## config.mk

```make
export PLATFORM = sky130hd
export DESIGN_NAME = nrz_uart
export DESIGN_NICKNAME = d
export VERILOG_FILES = /design/src/rtl/nrz_uart_pkg.sv /design/src/rtl/nrz_uart_baud.sv /design/src/rtl/nrz_uart_tx.sv /design/src/rtl/nrz_uart_rx.sv /design/src/rtl/nrz_uart.sv
export SDC_FILE = /design/constraint.sdc
export NUM_CORES = 1
export LEC_CHECK = 0
export BUFFER_PORTS_ARGS = -buffer_cell sky130_fd_sc_hd__buf_2
export CAP_MARGIN = 20
export CORE_MARGIN = 3
export CORE_UTILIZATION = 35
export DETAILED_ROUTE_END_ITERATION = 8
export GPL_TIMING_DRIVEN = 0
export REMOVE_ABC_BUFFERS = 1
export SLEW_MARGIN = 20
export SYNTH_ARGS = -nofsm -noshare
export SYNTH_HDL_FRONTEND = slang
export SYNTH_SLANG_ARGS = --single-unit
export TNS_END_PERCENT = 5
```

## constraint.sdc

```tcl
create_clock -name clk -period 3.58 [get_ports clk]
set_input_delay 0.537 -clock clk [delete_from_list [all_inputs] [get_ports clk]]
set_output_delay 0.537 -clock clk [all_outputs]
set_load 0.01 [all_outputs]
```

## src/rtl/nrz_uart_pkg.sv

```systemverilog
package nrz_uart_pkg;
  typedef enum logic [1:0] {
    TXK_DATA  = 2'd0,
    TXK_IDLE  = 2'd1,
    TXK_BREAK = 2'd2
  } tx_kind_e;

  localparam int ST_RXFULL  = 0;
  localparam int ST_FERR    = 1;
  localparam int ST_OVR     = 2;
  localparam int ST_TXEMPTY = 3;
  localparam int ST_TXDONE  = 4;
  localparam int ST_ASLEEP  = 5;

  localparam int CMD_IDLE  = 0;
  localparam int CMD_BREAK = 1;
  localparam int CMD_SLEEP = 2;
endpackage

```

## src/rtl/nrz_uart_baud.sv

```systemverilog
module nrz_uart_baud #(
  parameter int DIV_W = 16
) (
  input  logic             clk,
  input  logic             rst,
  input  logic [DIV_W-1:0] div,
  output logic             tick
);
  logic [DIV_W-1:0] cnt;

  always_ff @(posedge clk) begin
    if (rst) begin
      cnt  <= '0;
      tick <= 1'b0;
    end else if (div <= DIV_W'(1) || cnt >= div - DIV_W'(1)) begin
      cnt  <= '0;
      tick <= 1'b1;
    end else begin
      cnt  <= cnt + DIV_W'(1);
      tick <= 1'b0;
    end
  end
endmodule

```

## src/rtl/nrz_uart_tx.sv

```systemverilog
module nrz_uart_tx
  import nrz_uart_pkg::*;
#(
  parameter int DATA_W = 8,
  parameter int OVS    = 16
) (
  input  logic              clk,
  input  logic              rst,
  input  logic              tick,
  input  logic              wr_data,
  input  logic              wr_idle,
  input  logic              wr_break,
  input  logic [DATA_W-1:0] wdata,
  output logic              txd,
  output logic              hold_empty,
  output logic              done
);
  localparam int FRAME_W = DATA_W + 2;
  localparam int SUB_W   = $clog2(OVS);
  localparam int BIT_W   = $clog2(FRAME_W);

  logic               hold_v;
  tx_kind_e           hold_k;
  logic [DATA_W-1:0]  hold_d;
  logic               busy;
  logic [FRAME_W-1:0] shreg;
  logic [FRAME_W-1:0] frame;
  logic [SUB_W-1:0]   sub;
  logic [BIT_W-1:0]   bitn;

  always_comb begin
    case (hold_k)
      TXK_IDLE:  frame = '1;
      TXK_BREAK: frame = '0;
      default:   frame = {1'b1, hold_d, 1'b0};
    endcase
  end

  always_ff @(posedge clk) begin
    if (rst) begin
      hold_v <= 1'b0;
      hold_k <= TXK_DATA;
      hold_d <= '0;
      busy   <= 1'b0;
      shreg  <= '1;
      sub    <= '0;
      bitn   <= '0;
      txd    <= 1'b1;
    end else begin
      if (!busy && hold_v) begin
        busy   <= 1'b1;
        hold_v <= 1'b0;
        sub    <= '0;
        bitn   <= '0;
        shreg  <= frame;
        txd    <= frame[0];
      end else if (busy && tick) begin
        if (sub == SUB_W'(OVS - 1)) begin
          sub <= '0;
          if (bitn == BIT_W'(FRAME_W - 1)) begin
            busy <= 1'b0;
            txd  <= 1'b1;
          end else begin
            bitn  <= bitn + BIT_W'(1);
            shreg <= {1'b1, shreg[FRAME_W-1:1]};
            txd   <= shreg[1];
          end
        end else begin
          sub <= sub + SUB_W'(1);
        end
      end
      if (!hold_v && (wr_data || wr_idle || wr_break)) begin
        hold_v <= 1'b1;
        hold_k <= wr_break ? TXK_BREAK : (wr_idle ? TXK_IDLE : TXK_DATA);
        hold_d <= wdata;
      end
    end
  end

  assign hold_empty = !hold_v;
  assign done       = !busy && !hold_v;
endmodule

```

## src/rtl/nrz_uart_rx.sv

```systemverilog
module nrz_uart_rx #(
  parameter int DATA_W    = 8,
  parameter int OVS       = 16,
  parameter int IDLE_BITS = 10
) (
  input  logic              clk,
  input  logic              rst,
  input  logic              tick,
  input  logic              rxd,
  input  logic              sleep_req,
  input  logic              rd_ack,
  output logic [DATA_W-1:0] data,
  output logic              full,
  output logic              ferr,
  output logic              ovr,
  output logic              asleep
);
  localparam int SUB_W      = $clog2(OVS);
  localparam int BIT_W      = $clog2(DATA_W + 2);
  localparam int IDLE_TICKS = IDLE_BITS * OVS;
  localparam int IW         = $clog2(IDLE_TICKS + 1);
  localparam logic [SUB_W-1:0] S_A = SUB_W'(OVS/2 - 1);
  localparam logic [SUB_W-1:0] S_B = SUB_W'(OVS/2);
  localparam logic [SUB_W-1:0] S_C = SUB_W'(OVS/2 + 1);

  logic              s1, s2, s3;
  logic              fall;
  logic              active;
  logic [SUB_W-1:0]  sub;
  logic [BIT_W-1:0]  bitn;
  logic [1:0]        smp;
  logic              vote;
  logic [DATA_W-1:0] shreg;
  logic [IW-1:0]     idle_cnt;

  assign fall = s3 & ~s2;
  assign vote = (smp[0] & smp[1]) | (smp[0] & s2) | (smp[1] & s2);

  always_ff @(posedge clk) begin
    if (rst) begin
      {s1, s2, s3} <= 3'b111;
      active   <= 1'b0;
      sub      <= '0;
      bitn     <= '0;
      smp      <= 2'b11;
      shreg    <= '0;
      data     <= '0;
      full     <= 1'b0;
      ferr     <= 1'b0;
      ovr      <= 1'b0;
      asleep   <= 1'b0;
      idle_cnt <= '0;
    end else begin
      s1 <= rxd;
      s2 <= s1;
      s3 <= s2;
      if (rd_ack) begin
        full <= 1'b0;
        ferr <= 1'b0;
        ovr  <= 1'b0;
      end
      if (fall) begin
        sub <= '0;
        if (!active) begin
          active <= 1'b1;
          bitn   <= '0;
        end
      end else if (active && tick) begin
        sub <= sub + SUB_W'(1);
        if (sub == S_A) smp[0] <= s2;
        if (sub == S_B) smp[1] <= s2;
        if (sub == S_C) begin
          if (bitn == '0) begin
            if (vote) active <= 1'b0;
            else      bitn   <= BIT_W'(1);
          end else if (bitn == BIT_W'(DATA_W + 1)) begin
            active <= 1'b0;
            if (!asleep) begin
              if (full) begin
                ovr <= 1'b1;
              end else begin
                data <= shreg;
                full <= 1'b1;
                ferr <= ~vote;
              end
            end
          end else begin
            shreg <= {vote, shreg[DATA_W-1:1]};
            bitn  <= bitn + BIT_W'(1);
          end
        end
      end
      if (sleep_req) begin
        asleep   <= 1'b1;
        idle_cnt <= '0;
      end else if (!s2) begin
        idle_cnt <= '0;
      end else if (tick && asleep) begin
        if (idle_cnt == IW'(IDLE_TICKS - 1)) begin
          asleep   <= 1'b0;
          idle_cnt <= '0;
        end else begin
          idle_cnt <= idle_cnt + IW'(1);
        end
      end
    end
  end
endmodule

```

## src/rtl/nrz_uart.sv

```systemverilog
module nrz_uart
  import nrz_uart_pkg::*;
#(
  parameter int DATA_W    = 8,
  parameter int DIV_W     = 16,
  parameter int OVS       = 16,
  parameter int IDLE_BITS = 10
) (
  input  logic              clk,
  input  logic              rst,
  input  logic [DIV_W-1:0]  baud_div,
  input  logic              bus_sel,
  input  logic              bus_wr,
  input  logic              bus_rd,
  input  logic              bus_addr,
  input  logic [DATA_W-1:0] bus_wdata,
  output logic [DATA_W-1:0] bus_rdata,
  input  logic              rxd,
  output logic              txd,
  output logic              irq_rx,
  output logic              irq_tx_empty,
  output logic              irq_tx_done
);
  logic              tick;
  logic              wr_data, wr_cmd, rd_ack;
  logic              tx_hold_empty, tx_done;
  logic [DATA_W-1:0] rx_data;
  logic              rx_full, rx_ferr, rx_ovr, rx_asleep;
  logic [DATA_W-1:0] status;

  assign wr_data = bus_sel & bus_wr & ~bus_addr;
  assign wr_cmd  = bus_sel & bus_wr & bus_addr;
  assign rd_ack  = bus_sel & bus_rd & ~bus_addr;

  nrz_uart_baud #(.DIV_W(DIV_W)) u_baud (
    .clk(clk), .rst(rst), .div(baud_div), .tick(tick)
  );

  nrz_uart_tx #(.DATA_W(DATA_W), .OVS(OVS)) u_tx (
    .clk(clk), .rst(rst), .tick(tick),
    .wr_data(wr_data),
    .wr_idle(wr_cmd & bus_wdata[CMD_IDLE]),
    .wr_break(wr_cmd & bus_wdata[CMD_BREAK]),
    .wdata(bus_wdata), .txd(txd),
    .hold_empty(tx_hold_empty), .done(tx_done)
  );

  nrz_uart_rx #(.DATA_W(DATA_W), .OVS(OVS), .IDLE_BITS(IDLE_BITS)) u_rx (
    .clk(clk), .rst(rst), .tick(tick), .rxd(rxd),
    .sleep_req(wr_cmd & bus_wdata[CMD_SLEEP]), .rd_ack(rd_ack),
    .data(rx_data), .full(rx_full), .ferr(rx_ferr), .ovr(rx_ovr),
    .asleep(rx_asleep)
  );

  always_comb begin
    status             = '0;
    status[ST_RXFULL]  = rx_full;
    status[ST_FERR]    = rx_ferr;
    status[ST_OVR]     = rx_ovr;
    status[ST_TXEMPTY] = tx_hold_empty;
    status[ST_TXDONE]  = tx_done;
    status[ST_ASLEEP]  = rx_asleep;
  end

  always_ff @(posedge clk) begin
    if (rst) begin
      bus_rdata    <= '0;
      irq_rx       <= 1'b0;
      irq_tx_empty <= 1'b0;
      irq_tx_done  <= 1'b0;
    end else begin
      if (bus_sel && bus_rd) bus_rdata <= bus_addr ? status : rx_data;
      irq_rx       <= rx_full | rx_ferr | rx_ovr;
      irq_tx_empty <= tx_hold_empty;
      irq_tx_done  <= tx_done;
    end
  end
endmodule

```

Word-level counts from Yosys, hierarchy flattened
Cells that the tools add are included.
Word-level totals
  flip-flop bits (word level): 101
  output and inout port bits: 12
Operators by class
  add/subtract/negate cells: 7
  magnitude comparators: 2
  equality and inequality tests: 14
  muxes and demuxes: 62
  bitwise logic cells: 25
  reduce and logical (&&, ||, !) cells: 38
Operator list (number)
  two-way mux 1 bit: 46
  two-way mux 10 bit: 4
  two-way mux 4 bit: 8
  == test 4 bit (second input constant): 5
  one-hot mux 10 bit (2 select lines): 1
  AND reduction 3 bit: 6
  nonzero test 2 bit: 9
  adder 16 x 1 -> 16 bit (second input constant): 1
  adder 4 x 1 -> 4 bit (second input constant): 4
  >= comparator 16 bit: 1
  less-or-equal comparator 16 x 1 -> 1 bit (second input constant): 1
  two-way mux 8 bit: 2
  subtractor 16 x 1 -> 16 bit (second input constant): 1
  AND 1 bit: 12
  AND reduction 5 bit: 2
  inverter 1 bit: 9
  adder 8 x 1 -> 8 bit (second input constant): 1
  == test 8 bit (second input constant): 1
  logical AND 1 bit: 7
  AND reduction 7 bit: 1
  inequality test 3 x 1 -> 1 bit (second input constant): 2
  OR reduction 2 bit: 3
  == test 4 x 3 -> 1 bit (second input constant): 1
  zero test 4 bit: 1
  13 further kinds: 19

Longest topological paths before layout
Gate-level depths: netlist of the first run.
  depth after elaboration: 11
  mapped depth: 13

Hierarchy
Synthesis of the first run repeated with hierarchy kept, for this count alone.
Unflattened totals
  cell total of the unflattened synthesis: 593
  area, all modules: 5390.2 um2
Modules (own cells, without submodules)
  nrz_uart_rx: times used 1, cells an instance 209, area each 1955.6 um2, sequential area each 840.8 um2
  nrz_uart_tx: times used 1, cells an instance 171, area each 1506.4 um2, sequential area each 600.6 um2
  nrz_uart_baud: times used 1, cells an instance 161, area each 1410.1 um2, sequential area each 340.3 um2
  nrz_uart: times used 1, cells an instance 52, area each 518.0 um2, sequential area each 220.2 um2

Worst setup path before layout of the first run
OpenSTA, ideal clock, no wires.
  path type: input -> register
  from: in baud_div[6]
  to: reg u_baud.cnt[10]
  arrival time: 2892 ps
  slack: 560 ps
  stages on the path: 12
  cells stage by stage: nor4_1 -> and3_1 -> nand2_1 -> nor4_1 -> xnor2_1 -> ha_1 -> nand4_1 -> nor4_1 -> a22oi_1 -> nand4_1 -> clkbuf_1 -> nor2_1
On the way
  word-level cells in the longest chain between the ends: 4
  elaborated cells between the ends (all ways): 5
RTL lines
  from (decl): RTL line nrz_uart.sv:11  | input logic [DIV_W-1:0] baud_div,
  subtractor 16 x 1 -> 16 bit: RTL line nrz_uart_baud.sv:15  | end else if (div <= DIV_W'(1) || cnt >= div - DIV_W'(1)) begin
  >= comparator 16 bit: RTL line nrz_uart_baud.sv:15
  logical OR 1 bit *: RTL line nrz_uart_baud.sv:15
  OR reduction 2 bit (no line) *
  to (signal assigned): RTL line nrz_uart_baud.sv:19  | cnt <= cnt + DIV_W'(1);
  to (decl): RTL line nrz_uart_baud.sv:9  | logic [DIV_W-1:0] cnt;
Every way passes the cells marked *; elsewhere a longest branch is shown, timed or not.
A chain may end at the register's enable or synchronous reset.

Final worst setup path of the first run
  from: in baud_div[6]
  to: reg u_baud.cnt[11]
Same word-level chain as after synthesis.

==> results of run 1 <==
-- kinds of logic after synthesis --
| kind of cell | share of synthesized area |
|---|---|
| mux | 0.04722 |
| flops | 0.4106 |
| buf+inv | 0.03310 |
| fa+ha+maj | 0.08160 |
| xor+xnor | 0.07724 |
| simple gates | 0.2397 |
| compound gates | 0.1106 |
-- state kept, by name (all words and copies together) (netlist names), 4 cells and up --
| register | count |
|---|---|
| u_baud.cnt | 16 |
| u_tx.sub | 4 |
| u_rx.data | 8 |
| u_tx.hold_d | 8 |
| u_rx.bitn | 4 |
| u_tx.bitn | 4 |
| u_rx.idle_cnt | 8 |
| u_rx.sub | 4 |
| u_rx.shreg | 8 |
| u_tx.shreg | 9 |
| bus_rdata | 8 |
-- how the worst max path moves through the flow --
stage                      from              to  slack, ps  depth (start not counted)
global route        baud_div[6]  u_baud.cnt[11]         60                         12
global placement    baud_div[6]  u_baud.cnt[12]        130                         12
finish              baud_div[6]  u_baud.cnt[11]        450                         12
detailed placement  baud_div[6]   u_baud.cnt[4]         50                         12
CTS                 baud_div[6]  u_baud.cnt[11]        410                         12
floorplan           baud_div[6]  u_baud.cnt[10]        670                         11
-- worst max-delay path, cell delays in order --
cell	delay (ps)
sky130_fd_sc_hd__buf_2	120
sky130_fd_sc_hd__nor4_1	390
sky130_fd_sc_hd__and3_1	270
sky130_fd_sc_hd__nand2_1	90
sky130_fd_sc_hd__nor4_1	240
sky130_fd_sc_hd__xnor2_1	170
sky130_fd_sc_hd__ha_1	260
sky130_fd_sc_hd__nand4_1	140
sky130_fd_sc_hd__nor4_1	80
sky130_fd_sc_hd__a22oi_1	250
sky130_fd_sc_hd__nand4_1	570
sky130_fd_sc_hd__nor2_1	260
-- synth_stat cells, drive strengths merged (15+ instances only) --
| cell type | instances | area (sq um) |
|---|---|---|
| a21oi | 27 | 138.9 |
| dfxtp | 100 | 2002 |
| ha | 31 | 387.9 |
| inv | 16 | 60.06 |
| mux2i | 23 | 230.2 |
| nand2 | 61 | 229.0 |
| nand3 | 18 | 90.09 |
| nand4 | 15 | 108.9 |
| nor2 | 87 | 326.6 |
| nor3 | 16 | 85.08 |
| xnor2 | 15 | 131.4 |
| xor2 | 28 | 245.2 |
-- power by group through the flow --
stage	Combinational, mW	Sequential (mW)	Clock, mW
3_5_place_dp	0.163	1.18	0
2_1_floorplan	0.0910	1.18	0
3_3_place_gp	0.158	1.18	0
6_report	0.162	1.16	0.963
4_1_cts	0.163	1.16	0.991
5_1_grt	0.186	1.16	1.04
-- layout make-up --
cell class,count,area (sq um),area share
inverters,16,60.06,0.01088
multi-input cells,421,2715,0.4921
flip-flops and latches,100,2002,0.3628
repair buffers,43,220.2,0.03991
clock buffers,9,225.2,0.04082
well taps,176,220.2,0.03991
clock inverters,7,75.07,0.01361
-- stage by stage --
stage	area (sq um)	cells	total power [mW]	util
final	5518	772	2.282	0.4102
after global routing	5518	772	2.384	0.4102
after CTS	5505	771	2.311	0.4092
after detailed placement	5205	755	1.345	0.3869
after global placement	5205	755	1.340	0.3869
after floorplan	4775	537	1.270	-
-- layer usage --
layer | vias to the layer above | global-route usage
li1 | 2017 | -
met1 | 1841 | 0.1768
met2 | 64 | 0.2214
met3 | 10 | 0.02906
met4 | 0 | 0.04175
met5 | - | 0
==> flow_metrics.py, run 1 <==
metrics = {
    "grt": {
        "total_gr_overflow": 0,
        "grt_usage": 0.1347,
        "grt_antenna_before_repair": 0,
        "grt_max_degree": 65,
        "grt_first_pass_wirelength_mm": 16.70,
        "grt_pass1_vias": 3704,
    },
    "timing": {
        "finalWorstPathRequiredPeriod_ps": 3130,
        "max_freq_mhz": 319.5,
        "timing.setup.tns_ps": 0,
        "report.final.hold_viol_count": 0,
        "crit_path_setup_slack_layout_ps": 449.8,
        "setup_repair_after_global_routing_missed_its_margin": "false",
        "min_period_over_period": 0.8743,
        "drv_slew": 0,
        "timing.hold.ws_ps": 389.7,
        "relSlewSlack": 0.5259,
        "timing.clock.skew_ps": 7.764,
        "worst_slew_pin_slew_ps": 710.3,
        "timing.final.setup_violations": 0,
    },
    "pwr": {
        "switchingPower_mw": 0.5352,
        "power.density_nw_per_um2": 413.6,
        "sw_frac_of_total": 0.2345,
        "power.share.clock": 0.422,
        "proportion_of_power_drawn_by_flip_flops_and_latches": 0.507,
        "ir_worst_vdd_mv": 0.2469,
        "power.internal_mw": 1.747,
        "cellLeakagePower_nw": 2.207,
        "comb_power_share": 0.071,
    },
    "floorplan": {
        "die_area_sq_um": 15380,
        "core_area_sq_um": 13450,
        "placement_rows": 42,
        "num_io_pins": 43,
        "fp.dieW_um": 124.0,
        "floorplan.initialDensity": 0.3624,
        "dieHeight_um": 124.0,
    },
    "setup_path": {
        "critical_path.max_fanout": 16,
        "arrival_ps": 3390,
        "worst_r2r_endpoint": "u_baud.cnt[11]",
        "cp.required_ps": 3840,
        "worstSetupStartpointType": "input port",
        "r2r_cells": 7,
        "crit_type": "input port to register",
        "timing.critical_path.to_type": "register",
        "rrSetupSlack_ps": 1220,
        "regToRegStartpoint": "u_baud.cnt[0]",
    },
    "final_layout": {
        "mostFrequentLayoutCells": "sky130_fd_sc_hd__dfxtp_1 (100), sky130_fd_sc_hd__nor2_1 (86), sky130_fd_sc_hd__nand2_1 (61)",
        "layout.filler_cells": 1374,
        "final_layout_size_suffix_gt1_frac": 0.1208,
        "ant_diodes": 0,
        "nNetsFinal": 653,
        "area.growth.synth_to_final_pct": 13.16,
        "layout.cells.most_common": "sky130_fd_sc_hd__dfxtp_1",
    },
    "synthesis": {
        "yosysSeqAreaShare": 0.4106,
        "async_reset_ff_frac": 0,
        "ys_warn_count": 0,
        "ys_ff_latch": 100,
        "synth_edf_count": 0,
        "synth-main-ff-cell": "sky130_fd_sc_hd__dfxtp_1",
        "syn_area_per_cell_sq_um": 8.723,
        "synth_cells": 559,
        "netlist_area_sq_um": 4876,
        "synth.lib_cells_used.distinct": 52,
    },
    "routing": {
        "drt_pass1_iterations": 4,
        "wl_met3_um": 409,
        "initialDrtViolationCount": 244,
        "route.top_layer_used": "met4",
        "drt_via_density": 5.093,
        "detail_route.drc_violations": 0,
        "ant_nets": 0,
        "num_vias": 3932,
        "detail_route.wl_per_cell_um": 12.70,
        "routed-wl-met2_mm": 4.580,
        "m1WireLength_mm": 4.684,
        "routed_wl_mm": 9.806,
    },
    "flow_run": {
        "cap_violations": 0,
    },
    "run_status": {
        "status": "finished clean",
    },
    "clock_tree": {
        "post_cts_resized": 0,
        "clk_latency_ps": 340,
        "numCtsBuffers": 9,
        "tritoncts": "yes",
        "clock-root-buffer": "sky130_fd_sc_hd__clkbuf_16",
        "clock-sinks": 100,
        "post_cts_repair_timing_setup_buffer_count": 0,
        "cts_hold_buffers": 0,
        "clkSlewWorstSetupHoldPaths_ps": 60,
        "deepest_level_of_the_cts_h_tree": 3,
        "cts.path.max_buffers": 2,
    },
    "place": {
        "dpl_worst_slack_ps": 54.97,
        "port_buffer_count": 42,
        "dp.final_hpwl_mm": 7.328,
        "gpl.final_weighted_congestion": 0.7664,
    },
    "worst_hold_path": {
        "hold_path_class": "input port to register",
        "hold_depth": 2,
        "hold-path-endpoint": "u_rx.s1",
        "worstHoldStart": "rxd",
    },
}
No activity file was read; power rests on OpenSTA's default activity.
==> run 2: changes to the inputs <==
--- a/config.mk
+++ b/config.mk
@@ -8,9 +8,10 @@
 export BUFFER_PORTS_ARGS = -buffer_cell sky130_fd_sc_hd__buf_2
 export CAP_MARGIN = 20
 export CORE_MARGIN = 3
-export CORE_UTILIZATION = 35
+export CORE_UTILIZATION = 59
 export DETAILED_ROUTE_END_ITERATION = 8
 export GPL_TIMING_DRIVEN = 0
+export PLACE_DENSITY = 0.79
 export REMOVE_ABC_BUFFERS = 1
 export SLEW_MARGIN = 20
 export SYNTH_ARGS = -nofsm -noshare
==> flow_metrics.py, run 2 (synthesis gave the netlist of run 1 again) <==
metrics = {
    "setup_path": {
        "cp.required_ps": 3790,
        "critical_path.max_fanout": 16,
        "crit_path_start": "baud_div[6]",
        "worstSetupStartpointType": "input port",
        "timing.critical_path.cells": "buf_2, nor4_1, and3_1, nand2_1, nor4_1, xnor2_1, ha_1, nand4_1, nor4_1, a22oi_1, nand4_1, nor2_1",
        "r2r_cells": 7,
        "arrival_ps": 3450,
        "critical-path-top-cell-by-count": "sky130_fd_sc_hd__nor4_1",
        "timing.critical_path.to_type": "register",
        "crit_type": "input port to register",
        "rrSetupSlack_ps": 1260,
        "critPathMaxStageDelay_ps": 520,
        "worst_r2r_endpoint": "u_baud.cnt[5]",
        "crit_path_top_delay_cell": "sky130_fd_sc_hd__nand4_1",
        "regToRegStartpoint": "u_baud.cnt[0]",
    },
    "grt": {
        "total_gr_overflow": 0,
        "grt_usage": 0.2078,
        "grt_first_pass_wirelength_mm": 16.82,
        "grt_pass1_vias": 3792,
        "grt_max_degree": 65,
        "grt_antenna_before_repair": 0,
    },
    "final_layout": {
        "final_cells": 697,
        "area.growth.synth_to_final_pct": 9.212,
        "ant_diodes": 0,
        "top_regs": "u_baud.cnt: 16 flops, u_tx.shreg: 9 flops",
        "layout.cells.most_common": "sky130_fd_sc_hd__dfxtp_1",
        "mostFrequentLayoutCells": "sky130_fd_sc_hd__dfxtp_1 (100), sky130_fd_sc_hd__nor2_1 (86), sky130_fd_sc_hd__nand2_1 (61)",
        "max_flop_register": "u_baud.cnt",
        "final_layout_size_suffix_gt1_frac": 0.1193,
        "nNetsFinal": 652,
        "largest_register_ff_count": 16,
    },
    "routing": {
        "drt_via_density": 5.641,
        "drt_pass1_iterations": 5,
        "ant_nets": 0,
        "detail_route.drc_violations": 0,
        "detail_route.wl_per_cell_um": 13.61,
        "num_vias": 3932,
        "routed_wl_mm": 9.488,
        "initialDrtViolationCount": 117,
    },
    "floorplan": {
        "num_io_pins": 43,
        "floorplan.initialDensity": 0.6182,
        "die_area_sq_um": 9392,
        "dieHeight_um": 96.91,
        "placement_rows": 32,
        "fp.dieW_um": 96.91,
        "core_area_sq_um": 7888,
    },
    "timing": {
        "relSlewSlack": 0.3366,
        "setup_repair_after_global_routing_missed_its_margin": "false",
        "min_period_over_period": 0.9053,
        "crit_path_setup_slack_layout_ps": 339.1,
        "timing.final.setup_violations": 0,
        "max_freq_mhz": 308.6,
        "drv_slew": 0,
        "report.final.hold_viol_count": 0,
        "worst_slew_pin_slew_ps": 991.4,
        "timing.clock.skew_ps": 13.08,
        "finalWorstPathRequiredPeriod_ps": 3241,
    },
    "pwr": {
        "switchingPower_mw": 0.4970,
        "ir_worst_vdd_mv": 0.1708,
        "power.density_nw_per_um2": 384.3,
        "power.internal_mw": 1.549,
        "sw_frac_of_total": 0.2429,
        "power.share.clock": 0.357,
        "cellLeakagePower_nw": 2.171,
        "power_mw": 2.046,
        "proportion_of_power_drawn_by_flip_flops_and_latches": 0.565,
        "comb_power_share": 0.078,
    },
    "clock_tree": {
        "numCtsBuffers": 9,
        "cts.path.max_buffers": 2,
        "cts_hold_buffers": 0,
        "post_cts_resized": 0,
        "clk_latency_ps": 350,
        "tritoncts": "yes",
        "clock-sinks": 100,
        "deepest_level_of_the_cts_h_tree": 3,
        "clock-root-buffer": "sky130_fd_sc_hd__clkbuf_8",
        "clkSlewWorstSetupHoldPaths_ps": 90,
        "post_cts_repair_timing_setup_buffer_count": 0,
    },
    "worst_hold_path": {
        "hold_path_class": "input port to register",
        "hold_depth": 2,
        "hold-path-endpoint": "u_rx.s1",
        "worstHoldStart": "rxd",
    },
    "place": {
        "numPlacedInstances": 681,
        "gpl.final_weighted_congestion": 0.8691,
        "dpl_worst_slack_ps": -21.49,
        "port_buffer_count": 42,
        "dp.final_hpwl_mm": 7.078,
    },
    "flow_run": {
        "cap_violations": 0,
    },
    "run_status": {
        "status": "finished clean",
    },
}
run 2: changes by cell type in the layout (fill, tap and decap cells not counted), sizes merged:
| cell | before | now |
|---|---|---|
| clkinv | 1 | 3 |
| buf | 43 | 42 |
| clkbuf | 9 | 10 |
| clkinvlp | 3 | 0 |
run 2: critical path, delay by kind of cell:
family / cells / cell delay [ps]
fa+ha+maj: 1 / 290
xor+xnor: 1 / 120
simple gates: 8 / 2220
buf+inv: 1 / 120
compound gates: 1 / 160
run 2: how the worst max path moves through the flow:
stage / end / slack, ps / cells past startpoint
after global placement: u_baud.cnt[11] / 170 / 12
after floorplan: u_baud.cnt[10] / 670 / 11
after detailed placement: u_baud.cnt[5] / -20 / 12
final: u_baud.cnt[5] / 340 / 12
after global routing: u_baud.cnt[11] / 100 / 12
after CTS: u_baud.cnt[5] / 350 / 12
run 2: through the flow:
stage	utilization	cell area [sq um]	hold slack, ps	setup TNS (ps)
2_1_floorplan	-	4775	389.5	0
3_3_place_gp	0.6482	5112	397.5	0
3_5_place_dp	0.6482	5112	413.6	-53.38
4_1_cts	0.6745	5320	365.2	0
5_1_grt	0.6751	5325	365.4	0
6_report	0.6751	5325	383.5	0
run 2: layout make-up:
| class | instances | area, sq um |
|---|---|---|
| clock buffer | 10 | 137.6 |
| clock inverter | 6 | 70.07 |
| fill | 626 | 2562 |
| inverter | 16 | 60.06 |
| multi-input combinational | 421 | 2715 |
| sequential | 100 | 2002 |
| tap | 102 | 127.6 |
| timing repair buffer | 42 | 212.7 |
run 2: power groups by stage:
stage | clock network, mW | registers (mW) | logic, mW
2_1_floorplan | 0 | 1.18 | 0.0910
3_3_place_gp | 0 | 1.18 | 0.155
3_5_place_dp | 0 | 1.18 | 0.161
4_1_cts | 0.751 | 1.16 | 0.161
5_1_grt | 0.795 | 1.16 | 0.183
6_report | 0.731 | 1.16 | 0.160
run 2: routing by layer:
layer | vias up | routed length [um] | global-route usage | part of all wire
met5 | - | 0 | 0 | 0
li1 | 2016 | - | - | -
met2 | 65 | 4871 | 0.3662 | 0.51
met1 | 1845 | 4208 | 0.2597 | 0.44
met3 | 6 | 350 | 0.04470 | 0.037
met4 | 0 | 58 | 0.04644 | 0.0061
==> run 3: changes to the inputs <==
--- a/config.mk
+++ b/config.mk
@@ -8,13 +8,13 @@
 export BUFFER_PORTS_ARGS = -buffer_cell sky130_fd_sc_hd__buf_2
 export CAP_MARGIN = 20
 export CORE_MARGIN = 3
-export CORE_UTILIZATION = 59
+export CORE_UTILIZATION = 60
 export DETAILED_ROUTE_END_ITERATION = 8
 export GPL_TIMING_DRIVEN = 0
-export PLACE_DENSITY = 0.79
+export PLACE_DENSITY = 0.8
 export REMOVE_ABC_BUFFERS = 1
 export SLEW_MARGIN = 20
 export SYNTH_ARGS = -nofsm -noshare
 export SYNTH_HDL_FRONTEND = slang
+export SYNTH_HIERARCHICAL = 1
 export SYNTH_SLANG_ARGS = --single-unit
-export TNS_END_PERCENT = 5
==> flow_metrics.py, run 3 <==
metrics = {
    "synthesis": {
        "synth-compound-area-share": 0.1469,
        "yosys.cell_count.top_type": "sky130_fd_sc_hd__dfxtp_1",
        "synth_area_leader_cell": "sky130_fd_sc_hd__dfxtp_1",
        "synthTopCellsByCount": "sky130_fd_sc_hd__dfxtp_1 (100), sky130_fd_sc_hd__nor2_1 (52), sky130_fd_sc_hd__a21oi_1 (38), sky130_fd_sc_hd__nand2_1 (34), sky130_fd_sc_hd__ha_1 (31)",
        "yosys-top-cells-area": "sky130_fd_sc_hd__dfxtp_1 (37%), sky130_fd_sc_hd__ha_1 (7.2%), sky130_fd_sc_hd__mux2i_1 (5.0%)",
        "synthSimpleGateAreaFrac": 0.2433,
        "arithmetic_cell_share_of_the_synthesized_area_counting_full_adders_half_adders_and_majority_gates": 0.07382,
        "synth_top_family_by_area": "simple AND/OR/NAND/NOR gates",
        "synth-main-ff-cell": "sky130_fd_sc_hd__dfxtp_1",
        "async_reset_ff_frac": 0,
        "synth.lib_cells_used.distinct": 70,
        "synth.area.mux_share": 0.05501,
        "synth_edf_count": 0,
        "synth_top_area_frac": 0.3714,
        "ys_warn_count": 6,
        "syn_area_per_cell_sq_um": 9.090,
        "synth_cells": 593,
        "xor_xnor_fraction_of_synth_area": 0.06175,
        "netlist_area_sq_um": 5390,
        "yosysSeqAreaShare": 0.3714,
        "ys_ff_latch": 100,
    },
    "timing": {
        "timing.final.setup_violations": 0,
        "max_freq_mhz": 351.3,
        "finalWorstPathRequiredPeriod_ps": 2847,
        "min_period_over_period": 0.7952,
        "drv_slew": 0,
        "report.final.hold_viol_count": 0,
        "setup_repair_after_global_routing_missed_its_margin": "false",
        "timing.clock.skew_ps": 11.14,
        "relSlewSlack": 0.4303,
        "worst_slew_pin_slew_ps": 848.0,
        "timing.setup.tns_ps": 0,
    },
    "place": {
        "port_buffer_count": 42,
        "numPlacedInstances": 710,
        "dp.final_hpwl_mm": 7.506,
        "gpl.final_weighted_congestion": 0.8784,
    },
    "final_layout": {
        "area_of_the_multi_input_gates_sq_um": 3139,
        "max_flop_register": "u_baud/cnt",
        "mostFrequentLayoutCells": "sky130_fd_sc_hd__dfxtp_1 (100), sky130_fd_sc_hd__nor2_1 (52), sky130_fd_sc_hd__buf_2 (41)",
        "ff_latch_area_sq_um": 2002,
        "final_cells": 726,
        "area.growth.synth_to_final_pct": 7.010,
        "ant_diodes": 0,
        "final_layout_size_suffix_gt1_frac": 0.1481,
        "layout.cells.most_common": "sky130_fd_sc_hd__dfxtp_1",
        "layout.filler_cells": 676,
        "largest_register_ff_count": 16,
        "final_core_density": 0.6814,
        "top_regs": "u_baud/cnt: 16 flops, u_tx/shreg: 9 flops",
        "nNetsFinal": 678,
    },
    "routing": {
        "drt_via_density": 5.895,
        "drt_pass1_iterations": 4,
        "detail_route.wl_per_cell_um": 14.40,
        "initialDrtViolationCount": 129,
        "routed_wl_mm": 10.46,
        "ant_nets": 0,
        "num_vias": 4280,
        "detail_route.drc_violations": 0,
    },
    "clock_tree": {
        "clkSlewWorstSetupHoldPaths_ps": 100,
        "clock-sinks": 100,
        "numCtsBuffers": 9,
        "cts_hold_buffers": 0,
        "deepest_level_of_the_cts_h_tree": 3,
        "tritoncts": "yes",
        "cts.path.max_buffers": 2,
        "clk_latency_ps": 360,
        "post_cts_repair_timing_setup_buffer_count": 0,
        "clock-root-buffer": "sky130_fd_sc_hd__clkbuf_8",
        "post_cts_resized": 0,
    },
    "grt": {
        "grt_first_pass_wirelength_mm": 17.98,
        "grt_max_degree": 72,
        "grt_antenna_before_repair": 0,
        "grt_usage": 0.2117,
        "grt_pass1_vias": 4140,
        "total_gr_overflow": 0,
    },
    "setup_path": {
        "timing.critical_path.to_type": "register",
        "cp.required_ps": 3890,
        "arrival_ps": 3160,
        "crit_type": "input port to register",
        "r2r_cells": 4,
        "rrSetupSlack_ps": 1230,
        "critical_path.max_fanout": 17,
        "regToRegStartpoint": "u_baud/tick",
        "worstSetupStartpointType": "input port",
        "worst_r2r_endpoint": "u_rx/ferr",
    },
    "floorplan": {
        "floorplan.initialDensity": 0.6368,
        "dieHeight_um": 100.8,
        "die_area_sq_um": 10160,
        "core_area_sq_um": 8464,
        "num_io_pins": 43,
        "fp.dieW_um": 100.8,
        "placement_rows": 33,
    },
    "worst_hold_path": {
        "hold-path-endpoint": "u_rx/s1",
        "hold_depth": 2,
        "worstHoldStart": "rxd",
        "hold_path_class": "input port to register",
    },
    "pwr": {
        "power.density_nw_per_um2": 366.3,
        "cellLeakagePower_nw": 2.244,
        "ir_worst_vdd_mv": 0.1993,
    },
    "run_status": {
        "status": "finished clean",
    },
    "flow_run": {
        "cap_violations": 0,
    },
}
-- run 3: cell count changes after synthesis, moves of 8 or more --
cell and delta:
sky130_fd_sc_hd__a21oi_1 +12, sky130_fd_sc_hd__and3_1 +13, sky130_fd_sc_hd__nand2_1 -27, sky130_fd_sc_hd__nand2b_1 +14, sky130_fd_sc_hd__nand3_1 +8, sky130_fd_sc_hd__nor2_1 -35
sky130_fd_sc_hd__xor2_1 -10
-- run 3: stage by stage --
| step | worst slack (ps) | instance area [sq um] | hold WS [ps] | power (mW) |
|---|---|---|---|---|
| after floorplan | 922.0 | 5204 | 389.5 | 1.307 |
| after global placement | 417.8 | 5545 | 393.3 | 1.380 |
| after detailed placement | 374.5 | 5554 | 393.2 | 1.388 |
| after CTS | 776.1 | 5766 | 334.6 | 2.132 |
| after global routing | 496.5 | 5768 | 336.4 | 2.200 |
| final | 733.3 | 5768 | 347.0 | 2.113 |
-- run 3: worst max-delay path, cell delays in order --
cell and delay (ps):
sky130_fd_sc_hd__buf_2 130, sky130_fd_sc_hd__nor4_2 450, sky130_fd_sc_hd__nand2_1 130, sky130_fd_sc_hd__nor4_1 250, sky130_fd_sc_hd__xnor2_1 160, sky130_fd_sc_hd__ha_1 260, sky130_fd_sc_hd__a211o_1 280, sky130_fd_sc_hd__a21oi_2 140
sky130_fd_sc_hd__o211ai_1 120, sky130_fd_sc_hd__o21ai_2 450, sky130_fd_sc_hd__and3_1 240
-- run 3: worst max path at each step --
stage	from	end	slack (ps)	cells after the start
final	baud_div[3]	u_baud/cnt[7]	730	11
after global routing	baud_div[1]	u_baud/cnt[6]	500	12
after CTS	baud_div[3]	u_baud/tick	780	11
after detailed placement	baud_div[3]	u_baud/tick	370	11
after global placement	baud_div[3]	u_baud/tick	420	11
after floorplan	baud_div[3]	u_baud/cnt[10]	920	10
-- run 3: cells by family (layout without fill, tap and decap cells) --
| logic type | after synthesis | after routing |
|---|---|---|
| xor gates and xnor gates | 38 | 38 |
| buffers and inverters | 49 | 77 |
| AOI/OAI and AO/OA | 113 | 113 |
| adders and majority gates | 32 | 32 |
| muxes | 29 | 29 |
| DFF | 100 | 100 |
| and+or+nand+nor | 232 | 232 |
-- run 3: per-layer routing --
metal / global-route usage / routed length (um)
met1: 0.2627 / 4777
met2: 0.3706 / 5196
met3: 0.04706 / 410
met4: 0.05285 / 72
met5: 0 / 0
-- run 3: power breakdown --
group	leakage (nW)	internal [mW]	switching [mW]
combinational	1.33	0.0827	0.115
clock	0.107	0.367	0.383
sequential	0.811	1.14	0.0240
-- run 3: final cells by class --
type,instances,share of cell area
inverter,19,0.01236
clock inverter,4,0.009761
clock buffer,12,0.02690
timing repair buffer,42,0.03688
sequential,100,0.3471
multi-input combinational,444,0.5443
tap,105,0.02278
